<file path="config.mk">
export PLATFORM = sky130hd
export DESIGN_NAME = fdc_cmd_seq
export DESIGN_NICKNAME = d
export VERILOG_FILES = /design/src/rtl/fdc_cmd_pkg.sv /design/src/rtl/fdc_host_port.sv /design/src/rtl/fdc_phase_fsm.sv /design/src/rtl/fdc_fifo_cfg.sv /design/src/rtl/fdc_cmd_seq.sv
export SDC_FILE = /design/constraint.sdc
export NUM_CORES = 1
export LEC_CHECK = 0
export BUFFER_PORTS_ARGS = -buffer_cell sky130_fd_sc_hd__buf_4
export CORE_UTILIZATION = 50
export CTS_BUF_LIST = sky130_fd_sc_hd__clkbuf_4
export CTS_CLUSTER_DIAMETER = 100
export CTS_CLUSTER_SIZE = 25
export DETAILED_ROUTE_END_ITERATION = 8
export MAX_ROUTING_LAYER = met4
export PLACE_DENSITY = 0.86
export RECOVER_POWER = 100
export SYNTH_ARGS = -nofsm -noshare
export SYNTH_HDL_FRONTEND = slang
export SYNTH_SLANG_ARGS = --single-unit
</file>
<file path="constraint.sdc">
create_clock -name clk -period 4.73 [get_ports clk]
set_clock_uncertainty 0.05 [all_clocks]
set_input_delay 0 -clock clk [delete_from_list [all_inputs] [get_ports clk]]
set_output_delay 0 -clock clk [all_outputs]
set_load 0.005 [all_outputs]
</file>
<file path="src/rtl/fdc_cmd_pkg.sv">
package fdc_cmd_pkg;

  typedef enum logic [1:0] {
    PH_IDLE   = 2'd0,
    PH_PARAM  = 2'd1,
    PH_RESULT = 2'd2
  } phase_e;

  typedef enum logic [1:0] {
    PK_CFG   = 2'd0,
    PK_MODE  = 2'd1,
    PK_OTHER = 2'd2
  } pend_e;

  localparam logic [6:0] OPC_LOCK    = 7'h14;
  localparam logic [7:0] OPC_CFG     = 8'h13;
  localparam logic [7:0] OPC_MODE    = 8'h01;
  localparam logic [7:0] OPC_GEN_LO  = 8'h02;
  localparam logic [7:0] OPC_GEN_HI  = 8'h0F;
  localparam logic [7:0] ST0_BADCMD  = 8'h80;

  localparam logic [7:0] MSR_IDLE    = 8'h80;
  localparam logic [7:0] MSR_PARAM   = 8'h90;
  localparam logic [7:0] MSR_RESULT  = 8'hD0;

  localparam int CFG_NPARAM  = 2;
  localparam int MODE_NPARAM = 1;

  function automatic logic is_generic(input logic [7:0] op);
    return (op >= OPC_GEN_LO) && (op <= OPC_GEN_HI);
  endfunction

endpackage

</file>
<file path="src/rtl/fdc_host_port.sv">
module fdc_host_port #(
  parameter int DATA_W = 8
) (
  input  logic              clk,
  input  logic              rst,
  input  logic              cs,
  input  logic              rd,
  input  logic              wr,
  input  logic              addr,
  input  logic [DATA_W-1:0] msr,
  input  logic [DATA_W-1:0] res_byte,
  input  logic              res_valid,
  output logic              rd_data_stb,
  output logic              wr_data_stb,
  output logic [DATA_W-1:0] rdata
);

  always_comb begin
    rd_data_stb = cs && rd && addr;
    wr_data_stb = cs && wr && addr;
  end

  always_ff @(posedge clk) begin
    if (rst) begin
      rdata <= '0;
    end else if (cs && rd) begin
      if (addr) rdata <= res_valid ? res_byte : '0;
      else      rdata <= msr;
    end
  end

endmodule

</file>
<file path="src/rtl/fdc_phase_fsm.sv">
module fdc_phase_fsm
  import fdc_cmd_pkg::*;
#(
  parameter int DATA_W = 8
) (
  input  logic              clk,
  input  logic              rst,
  input  logic              soft_rst,
  input  logic              wr_stb,
  input  logic              rd_stb,
  input  logic [DATA_W-1:0] wdata,
  output logic [DATA_W-1:0] msr,
  output logic [DATA_W-1:0] res_byte,
  output logic              res_valid,
  output logic              cfg_we,
  output logic [DATA_W-1:0] cfg_p1,
  output logic [DATA_W-1:0] cfg_p2,
  output logic              mode_we,
  output logic [DATA_W-1:0] mode_p,
  output logic              lock_we,
  output logic              lock_val
);

  localparam int CNT_W = $clog2(CFG_NPARAM + 1);

  phase_e            phase_q;
  pend_e             pend_q;
  logic [CNT_W-1:0]  left_q;
  logic [DATA_W-1:0] p1_q;
  logic [DATA_W-1:0] res_q;
  logic              lk_pend_q;
  logic              lk_val_q;

  always_comb begin
    cfg_we   = wr_stb && (phase_q == PH_PARAM) && (pend_q == PK_CFG)
               && (left_q == CNT_W'(1)) && !soft_rst;
    mode_we  = wr_stb && (phase_q == PH_PARAM) && (pend_q == PK_MODE) && !soft_rst;
    lock_we  = rd_stb && (phase_q == PH_RESULT) && lk_pend_q && !soft_rst;
    lock_val = lk_val_q;
    cfg_p1   = p1_q;
    cfg_p2   = wdata;
    mode_p   = wdata;
    res_byte = res_q;
    res_valid = (phase_q == PH_RESULT);
    case (phase_q)
      PH_PARAM:  msr = MSR_PARAM;
      PH_RESULT: msr = MSR_RESULT;
      default:   msr = MSR_IDLE;
    endcase
  end

  always_ff @(posedge clk) begin
    if (rst || soft_rst) begin
      phase_q   <= PH_IDLE;
      pend_q    <= PK_OTHER;
      left_q    <= '0;
      p1_q      <= '0;
      res_q     <= '0;
      lk_pend_q <= 1'b0;
      lk_val_q  <= 1'b0;
    end else begin
      case (phase_q)
        PH_IDLE: begin
          if (wr_stb) begin
            if (wdata[6:0] == OPC_LOCK) begin
              phase_q   <= PH_RESULT;
              res_q     <= {3'b000, wdata[7], 4'b0000};
              lk_pend_q <= 1'b1;
              lk_val_q  <= wdata[7];
            end else if (wdata == OPC_CFG) begin
              phase_q <= PH_PARAM;
              pend_q  <= PK_CFG;
              left_q  <= CNT_W'(CFG_NPARAM);
            end else if (wdata == OPC_MODE) begin
              phase_q <= PH_PARAM;
              pend_q  <= PK_MODE;
              left_q  <= CNT_W'(MODE_NPARAM);
            end else if (is_generic(wdata)) begin
              phase_q <= PH_IDLE;
            end else begin
              phase_q   <= PH_RESULT;
              res_q     <= ST0_BADCMD;
              lk_pend_q <= 1'b0;
            end
          end
        end
        PH_PARAM: begin
          if (wr_stb) begin
            if ((pend_q == PK_CFG) && (left_q == CNT_W'(CFG_NPARAM))) p1_q <= wdata;
            left_q <= left_q - CNT_W'(1);
            if (left_q == CNT_W'(1)) begin
              phase_q <= PH_IDLE;
              pend_q  <= PK_OTHER;
            end
          end
        end
        PH_RESULT: begin
          if (rd_stb) begin
            phase_q   <= PH_IDLE;
            lk_pend_q <= 1'b0;
          end
        end
        default: phase_q <= PH_IDLE;
      endcase
    end
  end

  AST_BAD_OPCODE_RESULT: assert property (@(posedge clk) disable iff (rst || soft_rst)
    (wr_stb && phase_q == PH_IDLE && wdata[6:0] != OPC_LOCK && wdata != OPC_CFG
     && wdata != OPC_MODE && !is_generic(wdata))
    |=> (phase_q == PH_RESULT && res_q == ST0_BADCMD && !lk_pend_q));

  AST_SOFT_CANCELS_LOCK: assert property (@(posedge clk) disable iff (rst)
    soft_rst |=> (phase_q == PH_IDLE && !lk_pend_q));

  AST_RESULT_READ_ENDS: assert property (@(posedge clk) disable iff (rst || soft_rst)
    (rd_stb && phase_q == PH_RESULT) |=> (phase_q == PH_IDLE));

  AST_RESULT_HOLDS_ON_WRITE: assert property (@(posedge clk) disable iff (rst || soft_rst)
    (phase_q == PH_RESULT && !rd_stb) |=> (phase_q == PH_RESULT && $stable(res_q)));

endmodule

</file>
<file path="src/rtl/fdc_fifo_cfg.sv">
module fdc_fifo_cfg #(
  parameter int          DATA_W      = 8,
  parameter int          THR_W       = 4,
  parameter int          PRE_W       = 8,
  parameter logic        DEF_FIFO_EN = 1'b0,
  parameter int unsigned DEF_THR     = 0,
  parameter int unsigned DEF_PRE     = 0
) (
  input  logic              clk,
  input  logic              rst,
  input  logic              soft_rst,
  input  logic              cfg_we,
  input  logic [DATA_W-1:0] cfg_p1,
  input  logic [DATA_W-1:0] cfg_p2,
  input  logic              mode_we,
  input  logic [DATA_W-1:0] mode_p,
  input  logic              lock_we,
  input  logic              lock_val,
  output logic              lock_q,
  output logic              fifo_en_q,
  output logic [THR_W-1:0]  thr_q,
  output logic [PRE_W-1:0]  pre_q,
  output logic              wdis_q,
  output logic              rdis_q,
  output logic              burst_q
);

  localparam int FEN_BIT = 5;
  localparam logic [THR_W-1:0] THR_RST = THR_W'(DEF_THR);
  localparam logic [PRE_W-1:0] PRE_RST = PRE_W'(DEF_PRE);

  logic unused_bits;
  assign unused_bits = ^{cfg_p1, cfg_p2, mode_p};

  always_ff @(posedge clk) begin
    if (rst) begin
      lock_q    <= 1'b0;
      fifo_en_q <= DEF_FIFO_EN;
      thr_q     <= THR_RST;
      pre_q     <= PRE_RST;
      wdis_q    <= 1'b0;
      rdis_q    <= 1'b0;
      burst_q   <= 1'b0;
    end else if (soft_rst) begin
      if (!lock_q) begin
        fifo_en_q <= DEF_FIFO_EN;
        thr_q     <= THR_RST;
        pre_q     <= PRE_RST;
        wdis_q    <= 1'b0;
        rdis_q    <= 1'b0;
        burst_q   <= 1'b0;
      end
    end else begin
      if (cfg_we) begin
        fifo_en_q <= cfg_p1[FEN_BIT];
        thr_q     <= cfg_p1[THR_W-1:0];
        pre_q     <= cfg_p2[PRE_W-1:0];
      end
      if (mode_we) begin
        wdis_q  <= mode_p[0];
        rdis_q  <= mode_p[1];
        burst_q <= mode_p[2];
      end
      if (lock_we) lock_q <= lock_val;
    end
  end

  AST_LOCK_ONLY_ON_READ: assert property (@(posedge clk) disable iff (rst)
    !lock_we |=> $stable(lock_q));

  AST_LOCKED_FIELDS_KEEP: assert property (@(posedge clk) disable iff (rst)
    (soft_rst && lock_q) |=> ($stable(fifo_en_q) && $stable(thr_q) && $stable(pre_q)
                              && $stable(wdis_q) && $stable(rdis_q) && $stable(burst_q)));

  AST_UNLOCKED_DEFAULTS: assert property (@(posedge clk) disable iff (rst)
    (soft_rst && !lock_q) |=> (fifo_en_q == DEF_FIFO_EN && thr_q == THR_RST && pre_q == PRE_RST
                               && !wdis_q && !rdis_q && !burst_q));

endmodule

</file>
<file path="src/rtl/fdc_cmd_seq.sv">
module fdc_cmd_seq #(
  parameter int          DATA_W      = 8,
  parameter int          THR_W       = 4,
  parameter int          PRE_W       = 8,
  parameter logic        DEF_FIFO_EN = 1'b0,
  parameter int unsigned DEF_THR     = 0,
  parameter int unsigned DEF_PRE     = 0
) (
  input  logic              clk,
  input  logic              rst,
  input  logic              soft_rst,
  input  logic              cs,
  input  logic              rd,
  input  logic              wr,
  input  logic              addr,
  input  logic [DATA_W-1:0] wdata,
  output logic [DATA_W-1:0] rdata,
  output logic              lock_state,
  output logic              fifo_en,
  output logic [THR_W-1:0]  fifo_thr,
  output logic [PRE_W-1:0]  pretrk,
  output logic              fifo_wdis,
  output logic              fifo_rdis,
  output logic              fifo_burst
);

  logic              rd_data_stb, wr_data_stb;
  logic [DATA_W-1:0] msr, res_byte, cfg_p1, cfg_p2, mode_p;
  logic              res_valid, cfg_we, mode_we, lock_we, lock_val;

  fdc_host_port #(.DATA_W(DATA_W)) u_port (
    .clk         (clk),
    .rst         (rst),
    .cs          (cs),
    .rd          (rd),
    .wr          (wr),
    .addr        (addr),
    .msr         (msr),
    .res_byte    (res_byte),
    .res_valid   (res_valid),
    .rd_data_stb (rd_data_stb),
    .wr_data_stb (wr_data_stb),
    .rdata       (rdata)
  );

  fdc_phase_fsm #(.DATA_W(DATA_W)) u_fsm (
    .clk       (clk),
    .rst       (rst),
    .soft_rst  (soft_rst),
    .wr_stb    (wr_data_stb),
    .rd_stb    (rd_data_stb),
    .wdata     (wdata),
    .msr       (msr),
    .res_byte  (res_byte),
    .res_valid (res_valid),
    .cfg_we    (cfg_we),
    .cfg_p1    (cfg_p1),
    .cfg_p2    (cfg_p2),
    .mode_we   (mode_we),
    .mode_p    (mode_p),
    .lock_we   (lock_we),
    .lock_val  (lock_val)
  );

  fdc_fifo_cfg #(
    .DATA_W      (DATA_W),
    .THR_W       (THR_W),
    .PRE_W       (PRE_W),
    .DEF_FIFO_EN (DEF_FIFO_EN),
    .DEF_THR     (DEF_THR),
    .DEF_PRE     (DEF_PRE)
  ) u_cfg (
    .clk       (clk),
    .rst       (rst),
    .soft_rst  (soft_rst),
    .cfg_we    (cfg_we),
    .cfg_p1    (cfg_p1),
    .cfg_p2    (cfg_p2),
    .mode_we   (mode_we),
    .mode_p    (mode_p),
    .lock_we   (lock_we),
    .lock_val  (lock_val),
    .lock_q    (lock_state),
    .fifo_en_q (fifo_en),
    .thr_q     (fifo_thr),
    .pre_q     (pretrk),
    .wdis_q    (fifo_wdis),
    .rdis_q    (fifo_rdis),
    .burst_q   (fifo_burst)
  );

  AST_HW_RESET_CLEARS: assert property (@(posedge clk)
    $fell(rst) |-> (!lock_state && !fifo_en && fifo_thr == THR_W'(DEF_THR) && !fifo_burst));

endmodule

</file>
# == After elaboration in Yosys (flattened, before gate mapping) ==
# Index checks and enable logic that the tools add are counted.
# totals
mem_bits_rw,0
latchBits,0
output_inout_bits,25
inputBits,15
reg_bits,47
memories,0
mem_bits_ro,0
wordCells,123
# op_classes
n_mul,0
n_mux,50
shifts,0
add_sub_neg,1
magnitude_cmp,2
n_bitwise,1
eq_ne,21
div,0
n_reduce_logical,33
# ops
op,n
$mux 8,9
$mux 2,18
$logic_and 1x1->1,15
$mux 1,15
$pmux 7 s2,1
$mux 4,3
$ne 2x1->1 const B,6
$reduce_and 6->1,2
$reduce_and 5->1,2
$ne 3x2->1 const B,3
$eq 8x1->1 const B,1
$eq 8x5->1 const B,1
$ge 8x2->1 const B,1
$le 8x4->1 const B,1
$pmux 2 s2,2
$reduce_bool 2->1,4
$eq 7x5->1 const B,1
$eq 2x1->1 const B,3
$ne 2x2->1 const B,3
$pmux 2 s3,1
$reduce_and 2->1,3
$reduce_and 3->1,2
$eq 2x2->1 const B,2
$logic_not 2->1,2
7 further kinds,7

# == Depth between registers and ports, before layout ==
# Gate-level depths: netlist (run 1).
# depth
ltp_word,8
depth_mapped,7
ltp_nobuf,6

# == Cells and area by module ==
# A second synthesis (run 1) with hierarchy kept.
# hier_totals
cells_unflattened,279
hier_area_um2,2424.8
# modules_own_cells
mod,n_inst,area_each_um2,cells_each,seq_area_each_um2
fdc_phase_fsm,1,1295.0,151,360.3
fdc_fifo_cfg,1,646.9,78,340.3
fdc_host_port,1,483.0,50,160.2

# == Least setup slack after synthesis (run 1) ==
# No wires, ideal clock.
# synth_timing
path_type,register to register
from,reg u_fsm.phase_q[0]
to,reg u_fsm.left_q[1]
required_time_ps,4610
t_arrival_ps,1751
setup_slack_ps,2858
period_less_slack_ps,1872
n_path_buf,0
path_stages_with_launch,7
setup_ps,70
path_cell_list,dfxtp_1 inv_1 ha_1 inv_1 o41a_1 or4_1 a21oi_1
# synth_via
elab_chain_len,3
elab_cells_between_ends,9
classes_between,eq/ne: 5; mux: 1; reduce/logical: 3
# synth_rtl
item,line_no,rtl
start: declaration,fdc_phase_fsm.sv:26,phase_e phase_q;
start signal: assignment,fdc_phase_fsm.sv:54,phase_q <= PH_IDLE;
start signal: assignment,fdc_phase_fsm.sv:66,phase_q <= PH_RESULT;
start signal: assignment,fdc_phase_fsm.sv:71,phase_q <= PH_PARAM;
$eq 2x1->1 or $logic_not 2->1 (tied branches),fdc_phase_fsm.sv:62,case (phase_q)
"$ne 2x1->1 (no source line), or another cell as far along",-,
$reduce_and 5->1 (no source line),-,
end signal: assignment,fdc_phase_fsm.sv:73,left_q <= CNT_W'(CFG_NPARAM);
end signal: assignment,fdc_phase_fsm.sv:77,left_q <= CNT_W'(MODE_NPARAM);
end signal: assignment,fdc_phase_fsm.sv:90,left_q <= left_q - CNT_W'(1);
end: declaration,fdc_phase_fsm.sv:28,logic [CNT_W-1:0] left_q;
# Several ways; a longest one is shown, not always the timed one.
# A chain may end at the register's enable or synchronous reset.

# == Final worst setup path (run 1) ==
# layout_timing
from,in addr
to,reg u_cfg.pre_q[6]
# layout_via
elab_chain_len,7
# layout_rtl
item,line_no,rtl
start: declaration,fdc_cmd_seq.sv:15,"input logic addr,"
$logic_and 1x1->1,fdc_host_port.sv:20,wr_data_stb = cs && wr && addr;
$logic_and 1x1->1 (2 in series),fdc_phase_fsm.sv:35,cfg_we = wr_stb && (phase_q == PH_PARAM) && (pend_q == PK_CFG)
$logic_and 1x1->1 (2 in series),fdc_phase_fsm.sv:36,&& (left_q == CNT_W'(1)) && !soft_rst;
$reduce_bool 2->1 (no source line),-,
$reduce_and 2->1 (no source line),-,
end signal: assignment,fdc_fifo_cfg.sv:57,pre_q <= cfg_p2[PRE_W-1:0];
end: declaration,fdc_fifo_cfg.sv:22,"output logic [PRE_W-1:0] pre_q,"
# No other way between the ends.

==> impl_results.rst, run 1 <==
.. list-table::
   :header-rows: 1

   * - Metric
     - Value
   * - Result of the run
     - complete, no violations
   * - Signal arrival time at the worst endpoint
     - 3.00 ns
   * - Overall die height
     - 60.5 um
   * - Maximum vdd ir drop
     - 0.133 mV
   * - CP Capture Point
     - u_cfg.pre_q[6]
   * - Drt first-iter violations
     - 90
   * - Setup CP Type
     - input port to flop
   * - Synthesized flop and latch total
     - 35
   * - Sinks on the clock net
     - 35
   * - EDFF count, synth
     - 0
   * - Global-route usage over all layers
     - a little over a quarter
   * - Startpoint types
     - input port
   * - Number of max-cap violations
     - 0
   * - Number of distinct library cell variants in the gate-level netlist after synthesis
     - 43
   * - Power Dens Cells
     - 230 mW/mm2
   * - Routed len/inst
     - 14.0 um
   * - Sequential Area
     - 701 um2
   * - Number of I/O pins
     - 40
   * - Average cell area after synthesis
     - 8.14 um2
   * - Htree depth
     - 2
   * - Worst setup path start
     - addr
   * - Synth warnings
     - 0
   * - Highest attainable clock frequency
     - 356 MHz
   * - Required @ worst endpoint
     - 4.91 ns
   * - Worst reg-to-reg setup slack
     - between 2 and 2.5 ns
   * - CP Max Fanout
     - 17
   * - Total area of multi-input combinational cells
     - 918 um2
   * - Global-route wire length before repair
     - 6750 um
   * - Synth area leader
     - sky130_fd_sc_hd__dfxtp_1
   * - Antenna cells
     - 0
   * - Finish-stage setup viols
     - 0
   * - Clock slew at reported path FFs
     - around 0.10 ns
   * - Cell area after synthesis
     - 0.00171 mm2
   * - Via count of the first global-routing pass
     - 1,487
   * - Setup repair after global routing missed its margin
     - no
   * - Final slew viol count
     - 0
   * - Final Hold Viols
     - 0
   * - CTS Buf Count
     - 5
   * - Placeable core area
     - 0.00315 mm2
   * - Clock tree from TritonCTS
     - done
   * - Largest net degree at the start of global routing
     - 23
   * - Dominant synthesized flop cell
     - sky130_fd_sc_hd__dfxtp_1
   * - DRC violations left
     - 0
   * - Area of the die
     - approximately 0.0037 mm2
   * - Die width
     - a little over 60 um
   * - HPWL after detailed placement
     - 2690 um
   * - Portion of the post-synthesis area used by sequential elements
     - 41.0%
   * - Area growth from synthesis to layout
     - 28.9%
   * - Top cells by area, synth
     - sky130_fd_sc_hd__dfxtp_1 (41%), sky130_fd_sc_hd__a21oi_1 (8.2%), sky130_fd_sc_hd__nand3_1 (6.4%)
   * - Fraction of post-synthesis cell area in the top cell type by area
     - 41.0%
   * - Post-synthesis instance total
     - 210
   * - Kind of end point of the critical path
     - flop
   * - Share of final-layout standard cells stronger than drive strength 1
     - between 10% and 20%
   * - Fraction of registers with async set or reset after synthesis
     - 0%
   * - DR pass1 iterations
     - 4
   * - Utilization of the core after routing
     - 69.9%
   * - Std cell rows
     - 20
   * - Via count
     - 1,706
   * - Setup Total Neg Slack
     - 0 ns
   * - Count of input and output buffers
     - 34
   * - Root buffer cell
     - sky130_fd_sc_hd__clkbuf_4
   * - Detailed Route WL
     - between 4000 and 5000 um
   * - Effective utilization at floorplan
     - 54.2%
   * - Leakage power
     - 0.841 nW
   * - Antenna violations before repair
     - 0
   * - Setup fix buffers added after clock tree synthesis
     - 0
   * - Worst slew margin relative to its limit
     - 41.4%
   * - Total number of nets in the final design
     - 280
   * - Number of filler instances in the final layout
     - 249
   * - CTS Buffer Depth
     - 2
   * - Hold WC Path Type
     - flop to flop
   * - Final estimated routing congestion in global placement
     - 0.860
   * - Average vias per placed instance
     - 5.59
   * - Min Tclk post-route
     - 2.81 ns
   * - Capturing point of the worst reg2reg path
     - u_cfg.pre_q[6]
   * - Slew @ Worst Pin
     - between 0.8 and 0.9 ns
   * - RR Startpoint
     - u_fsm.phase_q[1]
   * - Global route total overflow
     - 0
   * - Number of nets with antenna violations after detailed routing
     - 0
   * - Share of the clock period used by the worst path after layout
     - between 50% and 60%
   * - Later-pin clock latency in the skew report
     - between 0.3 and 0.4 ns
   * - Count of cells along the worst register-to-register path
     - 7
## logic make-up after synthesis
kind of cell / share of synthesized area (%)
buffers and inverters: 6.15
flip-flops: 41.0
XOR/XNOR: 0.513
AND/OR/NAND/NOR: 27.5
adder cells (fa/ha/maj): 3.66
other: 0.219
multiplexers: 4.76
AO/OA/AOI/OAI: 16.2
## cell usage in the layout, fill, tap and decap left out, types with 5 or more instances in the layout
master	n
sky130_fd_sc_hd__dfxtp_1	35
sky130_fd_sc_hd__nand2_1	28
sky130_fd_sc_hd__a21oi_1	28
sky130_fd_sc_hd__nand3_1	22
sky130_fd_sc_hd__clkbuf_4	22
sky130_fd_sc_hd__dlygate4sd3_1	21
sky130_fd_sc_hd__buf_4	13
sky130_fd_sc_hd__nor2_1	11
sky130_fd_sc_hd__inv_1	7
sky130_fd_sc_hd__mux2i_1	7
sky130_fd_sc_hd__o21ai_0	5
sky130_fd_sc_hd__ha_1	5
sky130_fd_sc_hd__conb_1	5
## metrics by stage
step           total power, mW  hold WS [ns]  setup slack [ns]  cell area (um2)  instances
3_5_place_dp             0.348         0.243              2.69             1960        276
6_report                 0.506         0.412              1.92             2200        305
5_1_grt                  0.530         0.431              1.78             2200        305
4_1_cts                  0.507         0.413              2.12             2220        305
3_3_place_gp             0.348         0.221              2.69             1960        276
2_1_floorplan            0.331        0.0860              2.86             1720        214
## worst min-delay path by stage
stage / cells past startpoint / slack (ns) / to / start
finish: 2 / 0.41 / u_cfg.fifo_en_q / u_fsm.cfg_p1[5]
global route: 2 / 0.43 / u_cfg.thr_q[0] / u_fsm.cfg_p1[0]
CTS: 2 / 0.41 / u_cfg.thr_q[3] / u_fsm.cfg_p1[3]
detailed placement: 3 / 0.24 / u_cfg.pre_q[5] / wdata[5]
global placement: 3 / 0.22 / u_cfg.pre_q[6] / wdata[6]
floorplan: 2 / 0.09 / u_cfg.pre_q[0] / wdata[0]
## synth_stat cells (5+ instances only)
cell	instances
sky130_fd_sc_hd__mux2i_1	7
sky130_fd_sc_hd__nor2_1	11
sky130_fd_sc_hd__a21oi_1	28
sky130_fd_sc_hd__clkbuf_1	9
sky130_fd_sc_hd__ha_1	5
sky130_fd_sc_hd__nand3_1	22
sky130_fd_sc_hd__inv_1	7
sky130_fd_sc_hd__dfxtp_1	35
sky130_fd_sc_hd__o21ai_0	5
sky130_fd_sc_hd__nand2_1	28
sky130_fd_sc_hd__buf_4	5
## critical path: stages
cell and delay, ns:
sky130_fd_sc_hd__dlygate4sd3_1 0.52, sky130_fd_sc_hd__clkbuf_1 0.32, sky130_fd_sc_hd__and3_1 0.58, sky130_fd_sc_hd__nand4b_1 0.62, sky130_fd_sc_hd__nand3_1 0.30, sky130_fd_sc_hd__a21oi_1 0.09
sky130_fd_sc_hd__dlygate4sd3_1 0.56
## cell type report
class	count	area share, %
inverters	7	1.19
repair buffers	55	20.4
multi-input cells	156	41.7
well taps	44	2.50
flip-flops and latches	35	31.8
clock inverters	3	0.681
clock buffers	5	1.70
## metal layers
metal  track usage (%)  up-vias  part of all wire [%]
li1                  -      845                     -
met1              33.0      798                    45
met2              39.7       50                    47
met3              4.90       13                   4.3
met4              12.7        0                   2.9
met5                 -        -                     0
## sequential cells by signal, indices dropped and copies added, names as in the netlist
name / cells
u_cfg.pre_q: 8
u_fsm.cfg_p1: 5
u_cfg.thr_q: 4
u_port.rdata: 3
u_fsm.left_q: 2
u_fsm.pend_q: 2
u_fsm.phase_q: 2
u_fsm.res_byte: 2
u_cfg.burst_q: 1
u_cfg.fifo_en_q: 1
u_cfg.lock_q: 1
u_cfg.rdis_q: 1
u_cfg.wdis_q: 1
u_fsm.lk_pend_q: 1
u_fsm.lock_val: 1
## report_power, final
part           total [mW]  internal, mW  switching [mW]
combinational      0.0552        0.0245          0.0307
sequential          0.297         0.296        0.000738
clock               0.154        0.0544           0.100
## what timing repair did
action	4_1_cts	5_1_grt
hold buffers	21	0
gates resized for setup	0	0
endpoints found under the hold margin	31	0
Note: power is estimated with default switching activity, not from simulation.
==> run 2: changes to the inputs <==
Settings changed: PLACE_DENSITY 0.86 to 0.89.
Clock period 4.73 ns to 2.5 ns, I/O delays scaled along.
==> impl_results.rst, run 2 (synthesis results as in run 1) <==
.. list-table::
   :header-rows: 1

   * - Metric
     - Value
   * - Result of the run
     - complete, no violations
   * - Effective utilization at floorplan
     - 54.2% (unchanged)
   * - Largest net degree at the start of global routing
     - 23 (unchanged)
   * - Area of the die
     - 0.00366 mm2 (unchanged)
   * - Overall die height
     - 60.5 um (unchanged)
   * - Global-route usage over all layers
     - 28.5% (+2.5 points)
   * - Final estimated routing congestion in global placement
     - 0.893 (+3.8%)
   * - Signal arrival time at the worst endpoint
     - 2.59 ns (-0.41 ns)
   * - Kind of end point of the critical path
     - flop
   * - Routed metal-1 wire length
     - 1900 um (-2.4%)
   * - Area growth from synthesis to layout
     - 29.4%
   * - Number of flip-flops under the largest register name
     - 8 (unchanged)
   * - Final slew viol count
     - 0 (unchanged)
   * - Drt first-iter violations
     - 127 (+41%)
   * - Antenna violations before repair
     - 0 (unchanged)
   * - Routed wire length on met3
     - 321 um (+74%)
   * - DRC violations left
     - 0 (unchanged)
   * - Number of instances in the placed design
     - 279 (+1.1%)
   * - Setup CP Type
     - flop to flop
   * - Root buffer cell
     - sky130_fd_sc_hd__clkbuf_4
   * - Htree depth
     - 2 (unchanged)
   * - Antenna cells
     - 0 (unchanged)
   * - Final Hold Viols
     - 0 (unchanged)
   * - Via count of the first global-routing pass
     - 1,611 (+8.3%)
   * - Leading cell type in the layout, fill and taps excluded
     - sky130_fd_sc_hd__dfxtp_1
   * - Utilization of the core after routing
     - 70.2% (+0.28 points)
   * - Post-Place Setup Slack
     - 0.517 ns (-2.18 ns)
   * - Global route total overflow
     - 0 (unchanged)
   * - Setup Total Neg Slack
     - 0 ns (unchanged)
   * - Maximum vdd ir drop
     - 0.227 mV (+70%)
   * - Number of I/O pins
     - 40 (unchanged)
   * - Worst hold margin
     - 0.0353 ns (-0.377 ns)
   * - CTS Buffer Depth
     - 2 (unchanged)
   * - Leakage power
     - 0.843 nW (+0.21%)
   * - Required @ worst endpoint
     - 2.75 ns (-2.16 ns)
   * - Average vias per placed instance
     - 5.82 (+4.0%)
   * - Global-route wire length before repair
     - 7370 um (+9.2%)
   * - Reg with most FFs
     - u_cfg.pre_q
   * - Later-pin clock latency in the skew report
     - 0.35 ns (about the same)
   * - Highest attainable clock frequency
     - 426 MHz
   * - Share of the clock period used by the worst path after layout
     - 93.8%
   * - Clock tree from TritonCTS
     - done
   * - Amount of wire on met2 after detailed routing
     - 2180 um (+7.9%)
   * - Number of nets with antenna violations after detailed routing
     - 0 (unchanged)
   * - Clock slew at reported path FFs
     - 0.11 ns (about the same)
   * - CTS Buf Count
     - 5 (unchanged)
   * - Placeable core area
     - 0.00315 mm2 (unchanged)
   * - Number of filler instances in the final layout
     - 245 (-1.6%)
   * - Total area of multi-input combinational cells
     - 921 um2 (+0.27%)
   * - Detailed Route WL
     - 4630 um (+8.1%)
   * - Startpoint types
     - flop
   * - Power Dens Cells
     - 445 mW/mm2 (+93%)
   * - Final cell count without fillers
     - 307 (+0.66%)
   * - Slew @ Worst Pin
     - 0.550 ns (-0.318 ns)
   * - Highest metal used
     - met4
   * - Via count
     - 1,786 (+4.7%)
   * - Std cell rows
     - 20 (unchanged)
   * - Share of final-layout standard cells stronger than drive strength 1
     - 16.3% (+1.0 points)
   * - Sinks on the clock net
     - 35 (unchanged)
   * - HPWL after detailed placement
     - 2720 um (+1.0%)
   * - Die width
     - 60.5 um (unchanged)
   * - Routed len/inst
     - 15.1 um (+7.4%)
   * - Setup fix buffers added after clock tree synthesis
     - 0 (unchanged)
   * - Final critical-path setup slack
     - 0.155 ns (-1.76 ns)
   * - Sequential Area
     - 701 um2 (unchanged)
   * - Setup repair after global routing missed its margin
     - no
   * - Hold WC Path Type
     - input port to flop
   * - Number of max-cap violations
     - 0 (unchanged)
   * - Count of input and output buffers
     - 34 (unchanged)
   * - CP Max Fanout
     - 13 (-4)
   * - Min Tclk post-route
     - about 2.3 ns
   * - Total number of nets in the final design
     - 282 (+0.71%)
   * - DR pass1 iterations
     - 4 (unchanged)
   * - Finish-stage setup viols
     - 0 (unchanged)
   * - Worst slew margin relative to its limit
     - 63.4% (+22 points)
   * - Commonest cells after routing, fill and taps aside
     - sky130_fd_sc_hd__dfxtp_1 (35), sky130_fd_sc_hd__nand2_1 (28), sky130_fd_sc_hd__a21oi_1 (28)
-- run 2: timing repair --
| action | CTS | global route |
|---|---|---|
| hold buffers | 20 | 0 |
| hold endpoints to repair | 29 | 0 |
| setup endpoints to repair | 0 | 7 |
| resized for setup | 0 | 2 |
-- run 2: path summary, 6_finish.rpt --
kind	depth (start not counted)	start	end	slack (ns)
max	7	u_fsm.phase_q[1]	u_cfg.pre_q[6]	0.16
min	4	wr	u_fsm.left_q[1]	0.04
max reg2reg	7	u_fsm.phase_q[1]	u_cfg.pre_q[6]	0.16
min reg2reg	2	u_fsm.cfg_p1[0]	u_cfg.thr_q[0]	0.41
-- run 2: area by class of cell --
cell class | instances | area share, %
repair buffers | 57 | 20.4
flip-flops and latches | 35 | 31.7
multi-input cells | 156 | 41.6
clock buffers | 6 | 2.04
inverters | 7 | 1.19
clock inverters | 2 | 0.566
well taps | 44 | 2.49
-- run 2: where the power goes --
group / switching (mW) / total [mW] / internal, mW
registers: 0.00142 / 0.561 / 0.560
clock network: 0.196 / 0.316 / 0.119
logic: 0.0610 / 0.106 / 0.0451
total: 0.259 / 0.983 / 0.724
-- run 2: per-layer routing --
layer  vias up  global-route usage, %
li1        845                      -
met1       823                   33.3
met2        92                   43.5
met3        26                   7.46
met4         0                   17.5
met5         -                      -
-- run 2: per-stage QoR --
stage / cell area (um2) / power, mW
final: 2210 / 0.983
after global routing: 2210 / 1.02
after CTS: 2240 / 0.977
after global placement: 1980 / 0.659
after detailed placement: 1980 / 0.660
after floorplan: 1720 / 0.627
-- run 2: worst max-delay path, cell delays in order, from the launching register on --
cell and delay, ns:
sky130_fd_sc_hd__dfxtp_1 0.34, sky130_fd_sc_hd__inv_1 0.08, sky130_fd_sc_hd__ha_1 0.29, sky130_fd_sc_hd__nor3b_2 0.26
sky130_fd_sc_hd__and4b_2 0.43, sky130_fd_sc_hd__nand2_1 0.11, sky130_fd_sc_hd__a21oi_1 0.16, sky130_fd_sc_hd__dlygate4sd3_1 0.58
==> run 3: changes to the inputs <==
Settings changed: ABC_CLOCK_PERIOD_IN_PS set to 2350, CORE_MARGIN set to 2, PLACE_DENSITY 0.89 to 0.86.
Clock period 2.5 ns to 2.35 ns, I/O delays scaled along.
==> impl_results.rst, run 3 (synthesis results as in run 1) <==
.. list-table::
   :header-rows: 1

   * - Metric
     - Value
   * - HPWL after detailed placement
     - 2880 um (+5.9%)
   * - Total area of multi-input combinational cells
     - 918 um2 (-0.27%)
   * - Area growth from synthesis to layout
     - 26.7%
   * - Global-route wire length before repair
     - 7140 um (-3.1%)
   * - Final slew viol count
     - 0 (unchanged)
   * - Area of the die
     - 0.00390 mm2 (+6.7%)
   * - Largest net degree at the start of global routing
     - 23 (unchanged)
   * - Routed len/inst
     - 14.0 um (-7.2%)
   * - Utilization of the core after routing
     - 65.4% (-4.7 points)
   * - Setup fix buffers added after clock tree synthesis
     - 0 (unchanged)
   * - Die width
     - 62.5 um (+3.3%)
   * - Slowest-stage cell, CP
     - sky130_fd_sc_hd__dlygate4sd3_1
   * - Commonest cells after routing, fill and taps aside
     - sky130_fd_sc_hd__dfxtp_1 (35), sky130_fd_sc_hd__nand2_1 (28), sky130_fd_sc_hd__a21oi_1 (28)
   * - CTS Buffer Depth
     - 2 (unchanged)
   * - Effective utilization at floorplan
     - 51.6% (-2.6 points)
   * - Maximum vdd ir drop
     - 0.270 mV (+19%)
   * - Global-route usage over all layers
     - 24.0% (-4.5 points)
   * - Via count of the first global-routing pass
     - 1,552 (-3.7%)
   * - Via count
     - 1,692 (-5.3%)
   * - Hold WC Path Type
     - input port to flop
   * - Clock tree from TritonCTS
     - done
   * - Highest attainable clock frequency
     - between 400 and 500 MHz
   * - Count of input and output buffers
     - 34 (unchanged)
   * - Post-layout power
     - 1.03 mW (+5.1%)
   * - Number of nets with antenna violations after detailed routing
     - 0 (unchanged)
   * - Min Tclk post-route
     - 2.12 ns
   * - Final estimated routing congestion in global placement
     - 0.884 (-0.91%)
   * - Antenna violations before repair
     - 0 (unchanged)
   * - Overall die height
     - 62.5 um (+3.3%)
   * - Clock slew at reported path FFs
     - 0.11 ns (about the same)
   * - Slew @ Worst Pin
     - 0.561 ns (+0.0112 ns)
   * - RR Startpoint
     - u_fsm.phase_q[0]
   * - Setup CP Type
     - input port to flop
   * - Total number of nets in the final design
     - 276 (-2.1%)
   * - Htree depth
     - 2 (unchanged)
   * - Worst slew margin relative to its limit
     - 62.6% (-0.75 points)
   * - Global route total overflow
     - 0 (unchanged)
   * - Crit path depth
     - 6 (-1)
   * - Drt first-iter violations
     - 108 (-15%)
   * - Startpoint of the tightest hold check path
     - wdata[6]
   * - Root buffer cell
     - sky130_fd_sc_hd__clkbuf_4
   * - Worst Hold Depth
     - 4 (unchanged)
   * - Required @ worst endpoint
     - 2.60 ns (-0.15 ns)
   * - Share of final-layout standard cells stronger than drive strength 1
     - 17.5% (+1.2 points)
   * - Number of max-cap violations
     - 0 (unchanged)
   * - Share of the clock period used by the worst path after layout
     - 90.3%
   * - CTS Buf Count
     - 5 (unchanged)
   * - CP max stage delay
     - 0.55 ns (-0.03 ns)
   * - Startpoint types
     - input port
   * - Worst setup path start
     - wdata[2]
   * - Number of filler instances in the final layout
     - 289 (+18%)
   * - Count of cells along the worst register-to-register path
     - 6 (-1)
   * - Setup repair after global routing missed its margin
     - no
   * - Leading cell type in the layout, fill and taps excluded
     - sky130_fd_sc_hd__dfxtp_1
   * - Std cell rows
     - 21 (+5.0%)
   * - Sequential Area
     - 701 um2 (unchanged)
   * - Sinks on the clock net
     - 35 (unchanged)
   * - Reg with most FFs
     - u_cfg.pre_q
   * - Final Hold Viols
     - 0 (unchanged)
   * - Kind of cell with the highest combined delay on the critical path
     - simple AND/OR/NAND/NOR gates
   * - CP cell instances
     - dlygate4sd3_1, buf_4, or4b_4, o41a_1, or4_1, a21oi_1
   * - Power Dens Cells
     - 477 mW/mm2 (+7.4%)
   * - Total buffers and inverters traversed by the critical path
     - 2 (unchanged)
   * - Kind of end point of the critical path
     - flop
   * - Antenna cells
     - 0 (unchanged)
   * - Average vias per placed instance
     - 5.58 (-4.0%)
   * - Placeable core area
     - 0.00331 mm2 (+5.0%)
   * - Number of I/O pins
     - 40 (unchanged)
   * - Later-pin clock latency in the skew report
     - 0.36 ns (about the same)
   * - Signal arrival time at the worst endpoint
     - 2.37 ns (-0.22 ns)
   * - Post-cts sizing count
     - 0 (unchanged)
   * - Leakage power
     - 0.814 nW (-3.5%)
   * - Setup Total Neg Slack
     - 0 ns (unchanged)
   * - CP Max Fanout
     - 8 (-5)
   * - DRC violations left
     - 0 (unchanged)
   * - Finish-stage setup viols
     - 0 (unchanged)
   * - Detailed Route WL
     - 4240 um (-8.4%)
   * - Number of flip-flops under the largest register name
     - 8 (unchanged)
   * - DR pass1 iterations
     - 4 (unchanged)
   * - Result of the run
     - complete, no violations
==> run 3: cell types whose count changed in the layout (fill, tap and decap cells not counted), moves of 2 or more <==
cell / delta
sky130_fd_sc_hd__dlygate4sd3_1: -6
sky130_fd_sc_hd__clkbuf_4: +3
sky130_fd_sc_hd__clkbuf_1: -4
sky130_fd_sc_hd__clkinv_1: +2
==> run 3: final timing paths <==
| kind | end | slack [ns] |
|---|---|---|
| worst max-delay path | u_fsm.left_q[1] | 0.23 |
| worst min-delay path | u_cfg.pre_q[6] | 0.41 |
| worst max register to register | u_fsm.left_q[1] | 0.26 |
| worst min register to register | u_fsm.cfg_p1[5] | 0.41 |
==> run 3: worst register-to-register path: cells and delay by family (launching register included) <==
family                     cells  cell delay, ns
and+or+nand+nor                1            0.52
buffers and inverters          2            0.21
adders and majority gates      1            0.28
DFF                            1            0.34
AOI/OAI and AO/OA              2            0.62
==> run 3: per-layer routing <==
metal / vias up / track usage [%] / share of wire (%)
li1: 832 / - / -
met1: 765 / 29.5 / 43
met2: 78 / 36.4 / 46
met3: 17 / 3.96 / 7.0
met5: - / - / 0
met4: 0 / 15.8 / 4.0
==> run 3: report_power, final <==
group | internal [mW] | switching [mW] | total, mW
Clock | 0.109 | 0.213 | 0.323
Combinational | 0.0502 | 0.0636 | 0.114
Sequential | 0.596 | 0.00160 | 0.597
Total | 0.755 | 0.278 | 1.03
==> run 3: area by class of cell <==
class | instances | area share [%]
Clock buffer | 5 | 1.73
Clock inverter | 3 | 0.693
Inverter | 7 | 1.21
Multi-Input combinational cell | 156 | 42.4
Sequential cell | 35 | 32.4
Tap cell | 46 | 2.66
Timing Repair Buffer | 51 | 18.9
==> run 3: metrics by stage <==
stage | hold WS [ns] | setup slack, ns | area [um2] | instances
5_1_grt | 0.423 | 0.160 | 2170 | 303
3_5_place_dp | 0.226 | 0.303 | 1980 | 281
4_1_cts | 0.396 | 0.253 | 2170 | 303
3_3_place_gp | 0.219 | 0.417 | 1980 | 281
2_1_floorplan | 0.0860 | 0.478 | 1720 | 214
6_report | 0.407 | 0.228 | 2170 | 303
==> run 3: what timing repair did <==
action / CTS / global route
endpoints found under the hold margin: 31 / 0
endpoints found under the setup margin: 0 / 0
hold buffers: 14 / 0
